## src/rtl/sm_pkg.sv

```systemverilog
package sm_pkg;
  typedef enum logic [1:0] {
    ST_IDLE  = 2'd0,
    ST_ISSUE = 2'd1,
    ST_WAIT  = 2'd2
  } seq_state_e;
endpackage

```

## src/rtl/sm_seg_len.sv

```systemverilog
module sm_seg_len #(
  parameter int MVL   = 64,
  parameter int CNT_W = 16,
  localparam int LEN_W = $clog2(MVL + 1),
  localparam int MOD_W = $clog2(MVL)
) (
  input  logic [CNT_W-1:0] rem_i,
  output logic [LEN_W-1:0] len_o
);
  logic [MOD_W-1:0] low;

  // MVL is a power of two: remainder is the low bits of the count
  assign low = rem_i[MOD_W-1:0];

  always_comb begin
    if (low == '0) len_o = LEN_W'(MVL);
    else           len_o = LEN_W'(low);
  end
endmodule

```

## src/rtl/sm_ptr_bank.sv

```systemverilog
module sm_ptr_bank #(
  parameter int NPTR       = 3,
  parameter int ADDR_W     = 32,
  parameter int LEN_W      = 7,
  parameter int ELEM_BYTES = 8,
  localparam int SHIFT = $clog2(ELEM_BYTES)
) (
  input  logic                         clk_i,
  input  logic                         rst_ni,
  input  logic                         load_i,
  input  logic                         adv_i,
  input  logic [NPTR-1:0][ADDR_W-1:0]  base_i,
  input  logic [LEN_W-1:0]             len_i,
  output logic [NPTR-1:0][ADDR_W-1:0]  ptr_o
);
  logic [ADDR_W-1:0] step;

  assign step = ADDR_W'(len_i) << SHIFT;

  for (genvar g = 0; g < NPTR; g++) begin : g_ptr
    logic [ADDR_W-1:0] ptr_q;
    always_ff @(posedge clk_i or negedge rst_ni) begin
      if (!rst_ni)     ptr_q <= '0;
      else if (load_i) ptr_q <= base_i[g];
      else if (adv_i)  ptr_q <= ptr_q + step;
    end
    assign ptr_o[g] = ptr_q;
  end

  assert_load_adv_excl_R4: assert property (@(posedge clk_i) disable iff (!rst_ni)
    !(load_i && adv_i));
endmodule

```

## src/rtl/sm_ctrl.sv

```systemverilog
module sm_ctrl
  import sm_pkg::*;
#(
  parameter int MVL   = 64,
  parameter int CNT_W = 16,
  localparam int LEN_W = $clog2(MVL + 1)
) (
  input  logic             clk_i,
  input  logic             rst_ni,
  input  logic             start_i,
  input  logic [CNT_W-1:0] total_i,
  input  logic             cmd_ready_i,
  input  logic             seg_done_i,
  input  logic [LEN_W-1:0] len_i,
  output logic [CNT_W-1:0] rem_o,
  output logic             load_o,
  output logic             adv_o,
  output logic             cmd_valid_o,
  output logic             busy_o,
  output logic             done_o
);
  seq_state_e state_q, state_d;
  logic [CNT_W-1:0] rem_q;
  logic             done_q;
  logic             last_seg;
  logic             take_start;

  assign take_start = (state_q == ST_IDLE) && start_i;
  assign last_seg   = (rem_q == CNT_W'(len_i));
  assign adv_o      = (state_q == ST_WAIT) && seg_done_i;
  assign load_o     = take_start;

  always_comb begin
    state_d = state_q;
    unique case (state_q)
      ST_IDLE:  if (start_i && total_i != '0) state_d = ST_ISSUE;
      ST_ISSUE: if (cmd_ready_i) state_d = ST_WAIT;
      ST_WAIT:  if (seg_done_i) state_d = last_seg ? ST_IDLE : ST_ISSUE;
      default:  state_d = ST_IDLE;
    endcase
  end

  always_ff @(posedge clk_i or negedge rst_ni) begin
    if (!rst_ni) begin
      state_q <= ST_IDLE;
      rem_q   <= '0;
      done_q  <= 1'b0;
    end else begin
      state_q <= state_d;
      done_q  <= (take_start && total_i == '0) || (adv_o && last_seg);
      if (take_start) rem_q <= total_i;
      else if (adv_o) rem_q <= rem_q - CNT_W'(len_i);
    end
  end

  assign rem_o       = rem_q;
  assign cmd_valid_o = (state_q == ST_ISSUE);
  assign busy_o      = (state_q != ST_IDLE);
  assign done_o      = done_q;

  assert_len_bound_R1: assert property (@(posedge clk_i) disable iff (!rst_ni)
    cmd_valid_o |-> (len_i != '0 && len_i <= LEN_W'(MVL)));
  assert_rem_nonzero_R5: assert property (@(posedge clk_i) disable iff (!rst_ni)
    busy_o |-> rem_q != '0);
  assert_valid_hold_R7: assert property (@(posedge clk_i) disable iff (!rst_ni)
    (cmd_valid_o && !cmd_ready_i) |=> cmd_valid_o);
  assert_reissue_after_done_R7: assert property (@(posedge clk_i) disable iff (!rst_ni)
    ($rose(cmd_valid_o) && $past(busy_o)) |-> $past(seg_done_i));
  assert_done_not_busy_R8: assert property (@(posedge clk_i) disable iff (!rst_ni)
    done_o |-> !busy_o);
  assert_done_pulse_R8: assert property (@(posedge clk_i) disable iff (!rst_ni)
    done_o |=> !done_o || $past(start_i));
endmodule

```

## src/rtl/strip_mine_seq.sv

```systemverilog
module strip_mine_seq #(
  parameter int MVL        = 64,
  parameter int CNT_W      = 16,
  parameter int ADDR_W     = 32,
  parameter int ELEM_BYTES = 8,
  localparam int LEN_W = $clog2(MVL + 1),
  localparam int NPTR  = 3
) (
  input  logic              clk_i,
  input  logic              rst_ni,
  input  logic              start_i,
  input  logic [CNT_W-1:0]  total_i,
  input  logic [ADDR_W-1:0] base_a_i,
  input  logic [ADDR_W-1:0] base_b_i,
  input  logic [ADDR_W-1:0] base_c_i,
  output logic              cmd_valid_o,
  input  logic              cmd_ready_i,
  output logic [LEN_W-1:0]  cmd_len_o,
  output logic [ADDR_W-1:0] cmd_a_o,
  output logic [ADDR_W-1:0] cmd_b_o,
  output logic [ADDR_W-1:0] cmd_c_o,
  input  logic              seg_done_i,
  output logic              busy_o,
  output logic              done_o
);
  logic [CNT_W-1:0]                rem;
  logic [LEN_W-1:0]                len;
  logic                            load, adv;
  logic [NPTR-1:0][ADDR_W-1:0]     bases, ptrs;

  assign bases = {base_c_i, base_b_i, base_a_i};

  sm_seg_len #(.MVL(MVL), .CNT_W(CNT_W)) u_len (
    .rem_i (rem),
    .len_o (len)
  );

  sm_ctrl #(.MVL(MVL), .CNT_W(CNT_W)) u_ctrl (
    .clk_i       (clk_i),
    .rst_ni      (rst_ni),
    .start_i     (start_i),
    .total_i     (total_i),
    .cmd_ready_i (cmd_ready_i),
    .seg_done_i  (seg_done_i),
    .len_i       (len),
    .rem_o       (rem),
    .load_o      (load),
    .adv_o       (adv),
    .cmd_valid_o (cmd_valid_o),
    .busy_o      (busy_o),
    .done_o      (done_o)
  );

  sm_ptr_bank #(.NPTR(NPTR), .ADDR_W(ADDR_W), .LEN_W(LEN_W), .ELEM_BYTES(ELEM_BYTES)) u_ptr (
    .clk_i  (clk_i),
    .rst_ni (rst_ni),
    .load_i (load),
    .adv_i  (adv),
    .base_i (bases),
    .len_i  (len),
    .ptr_o  (ptrs)
  );

  assign cmd_len_o = len;
  assign cmd_a_o   = ptrs[0];
  assign cmd_b_o   = ptrs[1];
  assign cmd_c_o   = ptrs[2];

  assert_payload_stable_R7: assert property (@(posedge clk_i) disable iff (!rst_ni)
    (cmd_valid_o && !cmd_ready_i) |=>
      ($stable(cmd_len_o) && $stable(cmd_a_o) && $stable(cmd_b_o) && $stable(cmd_c_o)));
  assert_idle_quiet_R6: assert property (@(posedge clk_i) disable iff (!rst_ni)
    !busy_o |-> !cmd_valid_o);
endmodule

```

## config.mk

```make
export PLATFORM = sky130hd
export DESIGN_NAME = strip_mine_seq
export DESIGN_NICKNAME = d
export VERILOG_FILES = /design/src/rtl/sm_pkg.sv /design/src/rtl/sm_seg_len.sv /design/src/rtl/sm_ptr_bank.sv /design/src/rtl/sm_ctrl.sv /design/src/rtl/strip_mine_seq.sv
export SDC_FILE = /design/constraint.sdc
export NUM_CORES = 1
export LEC_CHECK = 0
export ABC_AREA = 1
export BUFFER_PORTS_ARGS = -buffer_cell sky130_fd_sc_hd__buf_2
export CELL_PAD_IN_SITES_DETAIL_PLACEMENT = 1
export CELL_PAD_IN_SITES_GLOBAL_PLACEMENT = 2
export CORE_UTILIZATION = 31
export DETAILED_ROUTE_END_ITERATION = 10
export PLACE_DENSITY_LB_ADDON = 0.2
export RECOVER_POWER = 25
export REMOVE_ABC_BUFFERS = 1
export SLEW_MARGIN = 20
export SYNTH_ARGS = -nofsm -noshare
export SYNTH_HDL_FRONTEND = slang
export SYNTH_HIERARCHICAL = 1
export SYNTH_SLANG_ARGS = --single-unit
export TNS_END_PERCENT = 5
```

## constraint.sdc

```tcl
create_clock -name clk_i -period 4 [get_ports clk_i]
set_input_delay 0.2 -clock clk_i [delete_from_list [all_inputs] [get_ports clk_i]]
set_output_delay 0.2 -clock clk_i [all_outputs]
set_load 0.02 [all_outputs]
```

## Word level (Yosys, flattened, before mapping)

Index checks and enable logic that the tools add are counted.

- Multiplexer cells: 14
- Equality and inequality tests: 6
- Reduce and logical (&&, ||, !) cells: 13
- Add/sub/neg operators: 4

Operators by type and width:

| operator | number |
|---|---|
| $mux 32 | 6 |
| $add 32x10->32 | 3 |
| $mux 16 | 2 |
| $eq 16x7->1 | 1 |
| $logic_not 16->1 | 1 |
| $reduce_bool 16->1 | 1 |
| $sub 16x7->16 | 1 |
| $mux 7 | 1 |
| $logic_not 6->1 | 1 |
| $mux 2 | 3 |
| $pmux 2 s3 | 1 |
| $logic_and 1x1->1 | 5 |
| $ne 2x2->1 const B | 2 |
| $reduce_bool 2->1 | 2 |
| $reduce_and 3->1 | 1 |
| $eq 2x1->1 const B | 1 |
| $eq 2x2->1 const B | 1 |
| $logic_not 2->1 | 1 |
| $ne 2x1->1 const B | 1 |
| $logic_or 1x1->1 | 1 |
| $mux 1 | 1 |

- Input port bits: 117
- Register bits after elaboration: 115
- Output and inout bits: 106
- Logic and storage cells: 43

## Longest topological paths before layout

Gate-level depths: netlist of the first run.

- Depth after elaboration: 6
- Mapped depth: 15
- Gate-level depth less buffers: 15

## By module

The synthesis of the first run kept the hierarchy.

Modules (own cells, without submodules):

| module | sequential area each (µm²) | area each (µm²) | cells an instance | instances |
|---|---|---|---|---|
| sm_ptr_bank | 2402.3 | 7387.1 | 1125 | 1 |
| sm_ctrl | 475.5 | 1742.9 | 267 | 1 |
| sm_seg_len | 0.0 | 43.8 | 11 | 1 |

## Least setup slack after synthesis of the first run

OpenSTA, ideal clock, no wires.

- Path kind: register -> register
- Start point: reg u_ctrl.rem_q[1], in the netlist u_ctrl/rem_o[1]
- End point: reg u_ptr.g_ptr[0].ptr_q[15]
- Slack: 1.673 ns
- Buffers on the path: 0
- Arrival time: 2.206 ns
- Cell stages (with the launch flop): 13
- Setup time: 0.122 ns
- Required time: 3.878 ns
- Period minus slack after synthesis: 2.327 ns
- Cell sequence: dfrtp_1 > or2_1 > nor2_1 > ha_1 > nand2_1 > inv_1 > nand2_1 > nand2_1 > nand2_1 > nand2_1 > or2_2 > nand3_1 > nand2_1

- Word-level cells in the longest chain between the ends: 5

RTL lines:

| element | line | source |
|---|---|---|
| start: declaration | sm_ctrl.sv:23 | `logic [CNT_W-1:0] rem_q;` |
| start signal: assignment | sm_ctrl.sv:51 | `if (take_start) rem_q <= total_i;` |
| start signal: assignment | sm_ctrl.sv:52 | `else if (adv_o) rem_q <= rem_q - CNT_W'(len_i);` |
| $logic_not 6->1 | sm_seg_len.sv:16 | `if (low == '0) len_o = LEN_W'(MVL);` |
| $mux 7 | sm_seg_len.sv:16 |  |
| net cmd_len_o[6] | strip_mine_seq.sv:18 | `output logic [LEN_W-1:0] cmd_len_o,` |
| $add 32x10->32 | sm_ptr_bank.sv:25 | `else if (adv_i) ptr_q <= ptr_q + step;` |
| $mux 32 | sm_ptr_bank.sv:25 |  |
| $mux 32 | sm_ptr_bank.sv:24 | `else if (load_i) ptr_q <= base_i[g];` |
| end signal: assignment | sm_ptr_bank.sv:24 |  |
| end signal: assignment | sm_ptr_bank.sv:25 |  |
| end: declaration | sm_ptr_bank.sv:21 | `logic [ADDR_W-1:0] ptr_q;` |

The timed path passes the listed nets, and every way through them passes these cells. The select of a mux whose other input is x is not followed.
A chain may end at the register's enable or synchronous reset.

## Final worst setup path of the first run

- Start point: reg u_ctrl.rem_q[1], in the netlist u_ctrl/rem_o[1]
- End point: reg u_ptr.g_ptr[0].ptr_q[15]

- Word-level cells in the longest chain between the ends: 5

RTL lines:

| element | line |
|---|---|
| $logic_not 6->1 | sm_seg_len.sv:16 |
| $mux 7 * | sm_seg_len.sv:16 |
| $add 32x10->32 * | sm_ptr_bank.sv:25 |
| $mux 32 * | sm_ptr_bank.sv:25 |
| $mux 32 * | sm_ptr_bank.sv:24 |

Mark *: on every way between the ends. The rest lies on a longest branch, timed or not. The select of a mux whose other input is x is not followed.

==> run summary, run 1 <==
Status: complete, but fails checks
Violated checks: max-capacitance violations, max-slew violations
FP Rows: 62
Number of synthesized register bits: 115
Die Area: 0.0303 mm^2
Highest fanout seen on the critical path: 10
Largest family of logic cells by synthesized area: simple AND/OR/NAND/NOR gates
Sequential fraction of the synthesis area: 31.4%
Max-cap violations: 1
H-tree Lvls: 4
Vias in the first global route: 10.5k
Cell Int Power: 0.00454 W
Vias per std cell: 4.90
Leakage dissipation: 5.96 nW
Relative slew margins: -16.8%
Clock buffer depth: 2
Critical path arrival: 3050 ps
Fin area: 0.0116 mm^2
Share of layout cells above drive strength 1: 18.3%
Critical path's top delay family: simple AND/OR/NAND/NOR gates
Critical Path End Type: flop
Setup Viol. Count Final: 0
Yosys warnings: 6
Setup TNS: 0 ps
Slowest-stage cell, CP: dfrtp_1
Setup ws final: 1280 ps
PwrDens: 820 mW/mm^2
Commonest non-fill, non-tap cell in the layout: nand2_1
Seq pwr share: 27.0%
GRT Util Overall: 22.5%
Unrepaired setup endpoints after global routing: no
Placed cell area: 0.0106 mm^2
Maximum vdd drop: 304 uV
Post-synthesis simple-gate area fraction: 41.3%
CP Buf/Inv Count: 1
GRT overflow: 0
First-pass GRT wire length: 54500 um
Remaining DRCs: 0
Core Region: 0.0289 mm^2
Most frequent cells in the layout: nand2_1 (516), buf_2 (199), inv_1 (179)
CP max stage delay: 510 ps
Final net count: 1800
Switching Fraction: 52.3%
Critical path required time: 4320 ps
Total number of vias: 10.0k
WL per Instance: 16.3 um
Worst hold path endpoint: u_ptr/g_ptr[2].ptr_q[19]$_DFFE_PN0N_
Inserted Clock Buffers: 17
Slew Viols, Final: 62
Hold Path Depth: 3
Min-Delay Path Class: in -> reg
Worst-margin pin slew: 1750 ps
Psw: 0.00497 W
Synthesized area: 0.00917 mm^2
Cts hold-fix bufs: 39
Crit Path Category: reg -> reg
Hold path startpoint: base_c_i[19]
Die H: 174 um
Fmax: 0.367 GHz
Initial DRC Count: 514
Reg2reg setup slack: 1280 ps
Cell count along the critical path: 12
GP Congestion: 0.823
XOR/XNOR Fraction of Synth Area: 1.91%
Number of I/O port buffers: 222
Final WL: 33300 um
Synth Area per Inst: 6.54 um^2
Clock Skews: 15.7 ps
DR pass1 iterations: 5
Crit-path most repeated cell: nand2_1
Post-CTS Setup Bufs: 0
Area contributors post-synth: dfrtp_1 (31%), nand2_1 (21%), nand3_1 (8.6%), inv_1 (7.3%), a22oi_1 (5.6%)
Starting Density: 31.7%
Clock power share: 17.1%
Startpoint types: flop
Mux cell area share after synthesis: 1.10%
R2r startpoint: u_ctrl/rem_o[1]$_DFFE_PN0P_
Initial antenna violation count: 0
Synth area leader: dfrtp_1
Clock sinks: 115
Post-cts sizing count: 0
Diode count: 0
Synth Instances: 1403
Overall power: 0.00951 W
DP Worst Slack: 1220 ps
Largest net degree at the start of global routing: 66
Die width: 174 um
Clock Tree Root: clkbuf_16
Reg-to-reg endpoint: u_ptr/g_ptr[0].ptr_q[15]$_DFFE_PN0N_
Tcrit/Tclk final: 68.1%
R2R depth: 12
CP Cell Sequence: or2_1, nor2_1, ha_1, nand2_1, inv_1, nand2_1, nand2_1, nand2_1, nand2_1, or2_2, nand3_1, nand2_1
Hpwl dp: 24800 um
Comb pwr share: 56.0%
Layout area overhead: 26.4%
Hold Violations, Final: 0
Synth Area in Adders: 4.69%
CTS tree: yes
Share of the synthesized area in the top cell type: 31.4%
Worst hold margin: 13.1 ps
IO Count: 223
Worst-Skew Late Latency: 430 ps
Min Tclk post-route: 2720 ps
Clk pin slew, worst setup/hold paths: 70 ps
Complex-gate fraction of the synthesized area: 9.96%
Post-DRT Antenna Nets: 0
Post-synthesis cell type count: 39
## worst register-to-register path, stage by stage (launching register included)
cell,delay [ps]
dfrtp_1,510
or2_1,270
nor2_1,450
ha_1,380
nand2_1,130
inv_1,60
nand2_1,60
nand2_1,70
nand2_1,60
nand2_1,170
or2_2,330
nand3_1,70
nand2_1,60
## state kept, by name, indices dropped and copies added (netlist names)
signal and flops:
u_ctrl/state_q 2, u_ctrl/done_o 1, u_ctrl/rem_o 16, u_ptr/g_ptr.ptr_q 96
## power groups by stage
stage | Combinational (W) | Clock, W | Sequential, W
CTS | 0.00540 | 0.00166 | 0.00258
detailed placement | 0.00534 | 0 | 0.00260
global route | 0.00598 | 0.00171 | 0.00269
floorplan | 0.00317 | 0 | 0.00289
global placement | 0.00525 | 0 | 0.00257
finish | 0.00532 | 0.00162 | 0.00256
## cells in the mapped netlist
cell        n
buf_6       3
ha_1       28
o21ai_1     6
o211ai_1    5
nand2_2    13
a22oi_1    69
nand3_4     1
o22ai_2     6
nand2_1   516
buf_1       1
a21o_1      1
and2_1      1
nor2_1    114
nor2_4      6
inv_1     179
clkbuf_1   19
dfrtp_1   115
a21oi_1     8
fa_1        4
nor2_2     13
o221ai_1    6
buf_2      12
nand4_1    14
inv_2       3
xor2_1      5
xnor2_1    15
nand3b_1    9
and2_2      1
o21ai_0    24
buf_4       3
o21bai_1    2
nand3_2    10
nand3_1   158
mux2_2      9
clkbuf_8    1
nor3_1     13
o21ai_2     2
or2_1       6
or2_2       2
## metrics by stage
step	cells	utilization, %
after floorplan	1364	-
after global routing	2048	40.1
after global placement	1977	36.8
final	2048	40.1
after detailed placement	1977	36.8
after CTS	2048	40.2
## final cells by class
type	count	area, um^2
Clock buffer	19	433
Inverter	182	684
Sequential cell	115	2880
Multi-Input combinational cell	1067	5420
Timing Repair Buffer	268	1540
Tap cell	384	480
Fill cell	3796	17300
Clock inverter	13	160
## worst max path at each step
| stage | from | end |
|---|---|---|
| finish | u_ctrl/rem_o[1]$_DFFE_PN0P_ | u_ptr/g_ptr[0].ptr_q[15]$_DFFE_PN0N_ |
| detailed placement | u_ctrl/rem_o[1]$_DFFE_PN0P_ | u_ptr/g_ptr[0].ptr_q[15]$_DFFE_PN0N_ |
| floorplan | u_ctrl/state_q[1]$_DFFE_PN0P_ | u_ptr/g_ptr[0].ptr_q[9]$_DFFE_PN0N_ |
| global route | u_ctrl/rem_o[1]$_DFFE_PN0P_ | u_ptr/g_ptr[0].ptr_q[21]$_DFFE_PN0N_ |
| global placement | u_ctrl/rem_o[1]$_DFFE_PN0P_ | u_ptr/g_ptr[0].ptr_q[15]$_DFFE_PN0N_ |
| CTS | u_ctrl/rem_o[1]$_DFFE_PN0P_ | u_ptr/g_ptr[0].ptr_q[15]$_DFFE_PN0N_ |
## cell families (layout without fill, tap and decap cells)
group	Yosys count	count (layout)
AND/OR/NAND/NOR	877	877
buffers and inverters	221	482
AO/OA/AOI/OAI	129	129
flip-flops	115	115
adder cells (fa/ha/maj)	32	32
XOR/XNOR	20	20
multiplexers	9	9
## metal layers
metal / global-route usage, % / up-vias / wire length (um)
li1: - / 5012 / -
met1: 29.2 / 4792 / 15700
met2: 39.0 / 199 / 15900
met3: 3.43 / 26 / 1220
met4: 5.63 / 0 / 469
met5: 0 / - / 0
No activity file was read; power rests on OpenSTA's default activity.
==> run 2, diff against run 1 <==
--- a/config.mk
+++ b/config.mk
@@ -9,7 +9,7 @@
 export BUFFER_PORTS_ARGS = -buffer_cell sky130_fd_sc_hd__buf_2
 export CELL_PAD_IN_SITES_DETAIL_PLACEMENT = 1
 export CELL_PAD_IN_SITES_GLOBAL_PLACEMENT = 2
-export CORE_UTILIZATION = 31
+export CORE_UTILIZATION = 26
 export DETAILED_ROUTE_END_ITERATION = 10
 export PLACE_DENSITY_LB_ADDON = 0.2
 export RECOVER_POWER = 25
==> constraint.sdc (replaced) <==
create_clock -name clk_i -period 2.45 [get_ports clk_i]
set_input_delay 0.1225 -clock clk_i [delete_from_list [all_inputs] [get_ports clk_i]]
set_output_delay 0.1225 -clock clk_i [all_outputs]
set_load 0.02 [all_outputs]
==> run 2 against run 1 <==
Effect of this change: the run now ends clean; combinational power is 74% higher; non-clock buffer count rose by 86; utilization shrank 3.9 points; largest power group unchanged; highest routed layer unchanged.
==> run summary, run 2 (synthesis gave the netlist of run 1 again) <==
Layout area overhead: 36.6%
Clk pin slew, worst setup/hold paths: 60 ps
Worst hold path endpoint: u_ctrl/rem_o[8]$_DFFE_PN0P_
Hold Violations, Final: 0
Share of layout cells above drive strength 1: 20.3%
Die Area: 0.0360 mm^2
Clock buffer depth: 2
Slew Viols, Final: 0
Most frequent cells in the layout: nand2_1 (512), buf_2 (221), inv_1 (179)
Diode count: 0
Critical path required time: 2810 ps
Tcrit/Tclk final: 94.5%
Setup ws final: 135 ps
Crit Path Category: reg -> reg
Largest net degree at the start of global routing: 66
Reg-to-reg endpoint: u_ptr/g_ptr[0].ptr_q[12]$_DFFE_PN0N_
Hold path startpoint: total_i[8]
Relative slew margins: 17.0%
Highest fanout seen on the critical path: 36
GRT Util Overall: 20.2%
H-tree Lvls: 4
Die H: 190 um
Worst-margin pin slew: 1240 ps
Hpwl dp: 27000 um
Post-DRT Antenna Nets: 0
First-pass GRT wire length: 56800 um
Initial antenna violation count: 0
Vias per std cell: 4.65
Min-Delay Path Class: in -> reg
Reg2reg setup slack: 130 ps
Number of I/O port buffers: 222
Clock Tree Root: clkbuf_16
GP Congestion: 0.812
Leakage dissipation: 6.41 nW
Final WL: 35600 um
Remaining DRCs: 0
Hold Path Depth: 4
FP Rows: 68
Initial DRC Count: 390
Die width: 190 um
Fmax: 0.432 GHz
Min Tclk post-route: 2320 ps
R2R depth: 7
Vias in the first global route: 10.6k
Core Region: 0.0346 mm^2
CTS tree: yes
Setup TNS: 0 ps
Unrepaired setup endpoints after global routing: yes
DR pass1 iterations: 6
Final net count: 1886
Fillers: 4439
Startpoint types: flop
Status: completed
Setup Viol. Count Final: 0
PwrDens: 1270 mW/mm^2
WL per Instance: 16.1 um
Starting Density: 26.5%
Commonest non-fill, non-tap cell in the layout: nand2_1
GRT overflow: 0
Worst-Skew Late Latency: 440 ps
Critical Path End Type: flop
Largest register FFs: 96
Clock Skews: 7.89 ps
DP Worst Slack: 97.4 ps
Critical path arrival: 2670 ps
R2r startpoint: u_ctrl/state_q[1]$_DFFE_PN0P_
Maximum vdd drop: 522 uV
Reg with most FFs: u_ptr/g_ptr.ptr_q
Clock sinks: 115
Total number of vias: 10.2k
Max-cap violations: 0
Inserted Clock Buffers: 17
IO Count: 223
-- run 2: cell count changes in the layout (fill, tap and decap cells not counted), sizes merged --
cell         before  now
buf             206  246
dlygate4sd3      39  105
inv             182  181
bufinv            3    2
clkbuf           42   24
-- run 2: cell type report --
| cell class | count | area, um^2 | area share, % |
|---|---|---|---|
| multi-input combinational | 1067 | 5450 | 43.5 |
| timing repair buffer | 354 | 2380 | 19.0 |
| clock buffer | 21 | 460 | 3.67 |
| inverter | 182 | 684 | 5.46 |
| sequential | 115 | 2880 | 23.0 |
| tap | 455 | 569 | 4.54 |
| clock inverter | 11 | 110 | 0.878 |
-- run 2: power by group --
group | switching, W | total (W) | internal (W)
clock | 0.00101 | 0.00254 | 0.00154
combinational | 0.00595 | 0.00926 | 0.00331
sequential | 0.00126 | 0.00406 | 0.00280
-- run 2: stage by stage --
step	cells	total power, W	util [%]	hold slack, ps	area [um^2]
after floorplan	1364	0.00990	-	-173	8970
after global placement	2068	0.0132	31.5	188	10900
after detailed placement	2068	0.0133	31.5	197	10900
after CTS	2205	0.0161	36.2	9.88	12500
after global routing	2205	0.0174	36.2	27.4	12500
final	2205	0.0159	36.2	29.8	12500
-- run 2: what timing repair did --
| action | in CTS | in global routing |
|---|---|---|
| buffers inserted | 0 | 0 |
| setup endpoints to repair | 0 | 40 |
| resized for setup | 0 | 11 |
| hold buffers | 105 | 0 |
| endpoints found under the hold margin | 145 | 0 |
-- run 2: per-layer routing --
layer	share of wire [%]	track usage (%)	routed length (um)
met5	0	0	0
met1	48	26.5	17100
met3	3.0	3.01	1060
met2	48	34.4	17000
met4	1.1	5.12	408
-- run 2: how the worst max path moves through the flow --
stage | start | to | slack, ps | depth (start not counted)
2_1_floorplan | u_ctrl/state_q[1]$_DFFE_PN0P_ | u_ptr/g_ptr[0].ptr_q[9]$_DFFE_PN0N_ | -2230 | 8
3_3_place_gp | u_ctrl/rem_o[0]$_DFFE_PN0P_ | u_ptr/g_ptr[0].ptr_q[21]$_DFFE_PN0N_ | 140 | 11
3_5_place_dp | u_ctrl/state_q[1]$_DFFE_PN0P_ | u_ptr/g_ptr[0].ptr_q[7]$_DFFE_PN0N_ | 100 | 7
4_1_cts | u_ctrl/state_q[1]$_DFFE_PN0P_ | u_ptr/g_ptr[0].ptr_q[7]$_DFFE_PN0N_ | 80 | 7
5_1_grt | u_ctrl/state_q[1]$_DFFE_PN0P_ | u_ptr/g_ptr[0].ptr_q[12]$_DFFE_PN0N_ | -40 | 7
6_report | u_ctrl/state_q[1]$_DFFE_PN0P_ | u_ptr/g_ptr[0].ptr_q[12]$_DFFE_PN0N_ | 130 | 7
-- run 2: worst max-delay path, stage by stage, from the launching register on --
cell and delay (ps):
dfrtp_1 460, nor2_2 90, nand2_2 100, clkinv_2 120
nor2_4 890, buf_4 330, a22oi_1 100, o21ai_0 120
